$ cat config.mk
export PLATFORM = sky130hd
export DESIGN_NAME = byte_pair_regif
export DESIGN_NICKNAME = d
export VERILOG_FILES = /design/src/rtl/regif_pkg.sv /design/src/rtl/regif_strobe_edge.sv /design/src/rtl/regif_wr_assembler.sv /design/src/rtl/regif_rd_mux.sv /design/src/rtl/byte_pair_regif.sv
export SDC_FILE = /design/constraint.sdc
export NUM_CORES = 1
export LEC_CHECK = 0
export ABC_AREA = 1
export BUFFER_PORTS_ARGS = -buffer_cell sky130_fd_sc_hd__buf_2
export CAP_MARGIN = 20
export CELL_PAD_IN_SITES_DETAIL_PLACEMENT = 1
export CELL_PAD_IN_SITES_GLOBAL_PLACEMENT = 2
export CORE_ASPECT_RATIO = 2
export CORE_UTILIZATION = 26
export DETAILED_ROUTE_END_ITERATION = 10
export PLACE_DENSITY_LB_ADDON = 0.1
export SYNTH_ARGS = -nofsm -noshare
export SYNTH_HDL_FRONTEND = slang
export SYNTH_SLANG_ARGS = --single-unit
export TNS_END_PERCENT = 5
$ cat constraint.sdc
create_clock -name clk -period 2.95 [get_ports clk]
set_input_delay 0.4425 -clock clk [delete_from_list [all_inputs] [get_ports clk]]
set_output_delay 0.4425 -clock clk [all_outputs]
set_load 0.05 [all_outputs]
$ cat src/rtl/regif_pkg.sv
package regif_pkg;
    localparam int BYTE_W   = 8;
    localparam int WORD_W   = 2 * BYTE_W;
    localparam int ADDR_W   = 2;
    localparam int PAY_W    = WORD_W - ADDR_W;
    localparam int RSEL_LSB = 6;

    typedef enum logic [ADDR_W-1:0] {
        TGT_NONE0 = 2'b00,
        TGT_NONE1 = 2'b01,
        TGT_CAL   = 2'b10,
        TGT_CTRL  = 2'b11
    } tgt_e;

    typedef enum logic [1:0] {
        RS_RESULT = 2'b00,
        RS_ZERO   = 2'b01,
        RS_CAL    = 2'b10,
        RS_STATUS = 2'b11
    } rsel_e;
endpackage

$ cat src/rtl/regif_strobe_edge.sv
// Turns a level strobe into a single-cycle fire on its first asserted cycle.
// Assumes the level is already synchronous to clk.
module regif_strobe_edge (
    input  logic clk,
    input  logic rst_n,
    input  logic level,
    output logic fire
);
    logic prev_q;

    // Remember last cycle's level for edge detection.
    always_ff @(posedge clk) begin
        if (!rst_n) prev_q <= 1'b0;
        else        prev_q <= level;
    end

    assign fire = level & ~prev_q;
endmodule

$ cat src/rtl/regif_wr_assembler.sv
// Pairs two byte writes into one word, low half first.
// Assumes fire is a single-cycle pulse per accepted byte.
module regif_wr_assembler
    import regif_pkg::*;
(
    input  logic              clk,
    input  logic              rst_n,
    input  logic              fire,
    input  logic [BYTE_W-1:0] byte_in,
    output logic              word_vld,
    output logic [WORD_W-1:0] word
);
    logic              phase_hi_q;
    logic [BYTE_W-1:0] lo_q;

    // Track byte phase and hold the low half until the high half arrives.
    always_ff @(posedge clk) begin
        if (!rst_n) begin
            phase_hi_q <= 1'b0;
            lo_q       <= '0;
        end else if (fire) begin
            if (!phase_hi_q) lo_q <= byte_in;
            phase_hi_q <= ~phase_hi_q;
        end
    end

    assign word_vld = fire & phase_hi_q;
    assign word     = {byte_in, lo_q};
endmodule

$ cat src/rtl/regif_rd_mux.sv
// Chooses the read source from the read-select code, then one byte of it.
// Purely combinational; the caller registers the result.
module regif_rd_mux
    import regif_pkg::*;
(
    input  rsel_e             rsel,
    input  logic              hi,
    input  logic [WORD_W-1:0] src_result,
    input  logic [WORD_W-1:0] src_status,
    input  logic [WORD_W-1:0] src_cal,
    output logic [BYTE_W-1:0] byte_out
);
    logic [WORD_W-1:0] word_sel;

    // Source selection by sticky read-select code.
    always_comb begin
        unique case (rsel)
            RS_RESULT: word_sel = src_result;
            RS_CAL:    word_sel = src_cal;
            RS_STATUS: word_sel = src_status;
            default:   word_sel = '0;
        endcase
    end

    assign byte_out = hi ? word_sel[WORD_W-1:BYTE_W] : word_sel[BYTE_W-1:0];
endmodule

$ cat src/rtl/byte_pair_regif.sv
// Host register front end: byte-paired writes with a two-bit target code,
// and sticky read selection held inside the control register.
// Assumes all host inputs are synchronous to clk.
module byte_pair_regif
    import regif_pkg::*;
(
    input  logic              clk,
    input  logic              rst_n,
    input  logic              cs,
    input  logic              wr_stb,
    input  logic              rd_stb,
    input  logic              hi_byte,
    input  logic [BYTE_W-1:0] wr_byte,
    output logic [BYTE_W-1:0] rd_byte,
    input  logic [WORD_W-1:0] conv_data,
    input  logic [WORD_W-1:0] status_in,
    input  logic [WORD_W-1:0] cal_rd_data,
    output logic [PAY_W-1:0]  ctrl,
    output logic              cal_wr_en,
    output logic [PAY_W-1:0]  cal_wr_data,
    output logic              cal_rd_adv
);
    logic              wr_fire, rd_fire, word_vld;
    logic [WORD_W-1:0] word;
    logic [BYTE_W-1:0] rd_next;
    tgt_e              tgt;
    rsel_e             rsel;
    logic [PAY_W-1:0]  ctrl_q, cal_wr_data_q;
    logic [BYTE_W-1:0] rd_byte_q;
    logic              cal_wr_en_q, cal_rd_adv_q;

    regif_strobe_edge u_wr_edge (.clk(clk), .rst_n(rst_n), .level(cs & wr_stb), .fire(wr_fire));
    regif_strobe_edge u_rd_edge (.clk(clk), .rst_n(rst_n), .level(cs & rd_stb), .fire(rd_fire));

    regif_wr_assembler u_asm (
        .clk(clk), .rst_n(rst_n), .fire(wr_fire), .byte_in(wr_byte),
        .word_vld(word_vld), .word(word)
    );

    assign tgt  = tgt_e'(word[WORD_W-1 -: ADDR_W]);
    assign rsel = rsel_e'(ctrl_q[RSEL_LSB +: 2]);

    regif_rd_mux u_mux (
        .rsel(rsel), .hi(hi_byte), .src_result(conv_data), .src_status(status_in),
        .src_cal(cal_rd_data), .byte_out(rd_next)
    );

    // Control register: loaded only by a completed word addressed to it.
    always_ff @(posedge clk) begin
        if (!rst_n)                          ctrl_q <= '0;
        else if (word_vld && tgt == TGT_CTRL) ctrl_q <= word[PAY_W-1:0];
    end

    // Calibration write port: one-cycle pulse with the payload.
    always_ff @(posedge clk) begin
        if (!rst_n) begin
            cal_wr_en_q   <= 1'b0;
            cal_wr_data_q <= '0;
        end else begin
            cal_wr_en_q <= word_vld && tgt == TGT_CAL;
            if (word_vld && tgt == TGT_CAL) cal_wr_data_q <= word[PAY_W-1:0];
        end
    end

    // Read byte capture and calibration pointer advance after a high-byte read.
    always_ff @(posedge clk) begin
        if (!rst_n) begin
            rd_byte_q    <= '0;
            cal_rd_adv_q <= 1'b0;
        end else begin
            if (rd_fire) rd_byte_q <= rd_next;
            cal_rd_adv_q <= rd_fire && hi_byte && rsel == RS_CAL;
        end
    end

    assign ctrl        = ctrl_q;
    assign cal_wr_en   = cal_wr_en_q;
    assign cal_wr_data = cal_wr_data_q;
    assign rd_byte     = rd_byte_q;
    assign cal_rd_adv  = cal_rd_adv_q;
endmodule

==> impl_metrics.csv <==
group,metric,value,unit
power_and_ir_drop,power.density,478.3,mW/mm2
yosys,yosys_warnings,0,
setup_path,worst_path_max_delay_cell,"nand3_2",
die,core,0.008351,mm2
sta,hold_ws,0.3954,ns
global_route,grt_pass1_vias,2464,
setup_path,path_class,"reg2reg",
setup_path,worst-path-max-fanout,29,
die,rows,47,
sta,final.setup.tns,0,ns
yosys,yosysUniqueCellTypes,19,
clock_network,cts_resized,0,
clock_network,cts_buffer_depth,2,
clock_network,post_cts_buffers,0,
yosys,synth_area_leader_cell,"dfxtp_1",
outcome,status,"finished, final reports clean",
setup_path,slowest_delay,0.51,ns
power_and_ir_drop,power.share.switching,0.2512,
clock_network,htree_levels,2,
setup_path,path_buf_inv,0,
min_path,hold_path.class,"in2reg",
clock_network,cts_made_buffers,5,
sta,rsz0062_at_grt,"false",
yosys,synth-seq-cells,49,
global_route,grt_util_all_layers,0.1675,
clock_network,cts_tree,"built",
layout,design_area,0.002939,mm2
setup_path,cpLargestDelayFamily,"simple AND/OR/NAND/NOR gates",
sta,skew,0.005659,ns
clock_network,clkLatencyLatePin,0.28,ns
route,drcViolationCount,0,
die,die-height,134.0,um
layout,multi_input_area,0.001061,mm2
placement,port_buffers,99,
yosys,netlist.area_leader.share,0.4334,
setup_path,crit_path_start_kind,"flop",
sta,tightest_slew,0.7694,ns
yosys,syn_area,0.002263,mm2
setup_path,crit_arrival,2.00,ns
placement,placed_cell_area,0.002799,mm2
power_and_ir_drop,power_frac_seq,0.493,
route,first_pass_iters,4,
min_path,min_from,"wr_stb",
die,die_w,67.98,um
setup_path,critPathCaptureType,"flop",
power_and_ir_drop,ir_worst_vdd,0.3388,mV
global_route,grt_pass1_wl,11630,um
sta,period_minus_slack,1.780,ns
job,cap_violations,0,
die,initial_core_util,0.2711,
sta,hold_viol,0,
power_and_ir_drop,clkPwrFrac,0.392,
sta,layout_worst_path_cycle_share,0.6033,
global_route,grt_start_max_net_pins,30,
layout,layout_commonest_cell,"buf_2",
power_and_ir_drop,design_power_total,1.406,mW
placement,hpwl,5841,um
sta,setup_violations,0,
route,vias_per_cell,4.657,
power_and_ir_drop,p_leak,1.472,nW
yosys,yosysSeqAreaShare,0.4334,
layout,diodes,0,
power_and_ir_drop,switching_power,0.3532,mW
route,drt_iter0_drc,49,
route,routed_wl,7485,um
placement,gp_congestion,0.7220,
clock_network,cts.sinks,49,
die,die-area,0.009105,mm2
global_route,antenna_found_initial,0,
layout,synthToLayoutAreaGrowth,29.85,%
die,io-pin-count,100,
setup_path,cpMostUsedCell,"nand2_1",
global_route,grt_overflow,0,
sta,fmax,0.5619,GHz
route,vias,2431,
layout,fill_cells,1140,
clock_network,hold_buffers,0,
sta,drv_slew,0,
layout,layout.area.seq,980.9,um2
clock_network,cts.clk_slew.worst_paths,0.06,ns
setup_path,path_cells,"nand3b_2 > nor2_4 > nand3_2 > nand2_1 > nand2_1 > nor2_1",
layout,mostFrequentLayoutCells,"99 x buf_2, 78 x nand2_1, 52 x nand3_1",
power_and_ir_drop,p_int,1.052,mW
layout,nets,485,
power_and_ir_drop,combPwrFrac,0.116,
yosys,synth_nets,395,
setup_path,r2r-start,"u_wr_edge.prev_q$_SDFF_PN0_",
sta,slew_headroom,0.4865,
clock_network,cts_root_buf,"clkbuf_16",
setup_path,crit_start,"u_wr_edge.prev_q$_SDFF_PN0_",
layout,drive_gt1_frac,0.2736,
yosys,syn_inst,333,
setup_path,crit_required,3.17,ns
route,ant_nets,0,
yosys,synth_area_leaders,"dfxtp_1 43%, nand2_1 13%, nand3_1 11%",
route,wl_per_cell,14.34,um
yosys,syn_avg_cell_area,6.797,um2
## synth_stat cells
master,instances
nand2_2,1
buf_2,9
o21ai_0,10
clkinv_1,1
nand4_1,9
a21oi_1,31
nand3_2,1
a21oi_2,1
inv_2,1
nand3_1,52
nor2_1,47
nand3b_2,2
clkbuf_1,6
buf_6,2
nand2_1,78
nor2_4,2
dfxtp_1,49
inv_1,29
buf_4,2
## kinds of logic (layout without fill, tap and decap cells)
logic type / Yosys count / count (layout) / synth area share
simple gates: 192 / 192 / 0.3742
flops: 49 / 49 / 0.4334
buf+inv: 50 / 141 / 0.09783
compound gates: 42 / 42 / 0.09453
## stage by stage
| step | worst slack, ns | instances | utilization |
|---|---|---|---|
| 2_1_floorplan | 1.300 | 333 | - |
| 3_3_place_gp | 0.9983 | 514 | 0.3352 |
| 3_5_place_dp | 0.9336 | 514 | 0.3352 |
| 4_1_cts | 1.123 | 522 | 0.3520 |
| 5_1_grt | 0.9042 | 522 | 0.3520 |
| 6_report | 1.170 | 522 | 0.3520 |
## power by group through the flow
| stage | clock network (mW) | registers [mW] | logic [mW] |
|---|---|---|---|
| 2_1_floorplan | 0 | 0.733 | 0.0625 |
| 3_3_place_gp | 0 | 0.707 | 0.166 |
| 3_5_place_dp | 0 | 0.708 | 0.166 |
| 4_1_cts | 0.577 | 0.693 | 0.167 |
| 5_1_grt | 0.596 | 0.694 | 0.181 |
| 6_report | 0.551 | 0.693 | 0.162 |
## cell type report
type | count | share of cell area
multi-input cells | 234 | 0.3610
repair buffers | 102 | 0.1762
well taps | 98 | 0.04172
inverters | 31 | 0.03959
flip-flops and latches | 49 | 0.3338
clock buffers | 7 | 0.04513
clock inverters | 1 | 0.002554
## layer usage
| metal | part of all wire | wire length (um) | global-route usage | vias to the layer above |
|---|---|---|---|---|
| met4 | 0.011 | 83 | 0.05208 | 0 |
| met3 | 0.063 | 475 | 0.03231 | 5 |
| met1 | 0.38 | 2818 | 0.1668 | 1113 |
| met2 | 0.55 | 4108 | 0.3235 | 67 |
| li1 | - | - | - | 1246 |
| met5 | 0 | 0 | 0 | - |
## tightest hold or removal path, delay by kind of cell
family	cells	cell delay, ns
and+or+nand+nor	2	0.08
buffers and inverters	1	0.11
## flip-flops by register name, summed over array words and instances (netlist names)
signal            cells
u_wr_edge.prev_q      1
u_asm.lo_q            8
cal_wr_data          14
cal_wr_en             1
cal_rd_adv            1
rd_byte               8
u_rd_edge.prev_q      1
ctrl                 14
u_asm.phase_hi_q      1
## path summary, 6_finish.rpt
check	cells past startpoint	slack, ns	endpoint
max	6	1.17	cal_wr_data[6]$_SDFFE_PN0P_
min	3	0.40	u_wr_edge.prev_q$_SDFF_PN0_
max reg2reg	6	1.17	cal_wr_data[6]$_SDFFE_PN0P_
min reg2reg	2	0.46	ctrl[3]$_SDFFE_PN0P_
(Power assumes the default switching activity.)
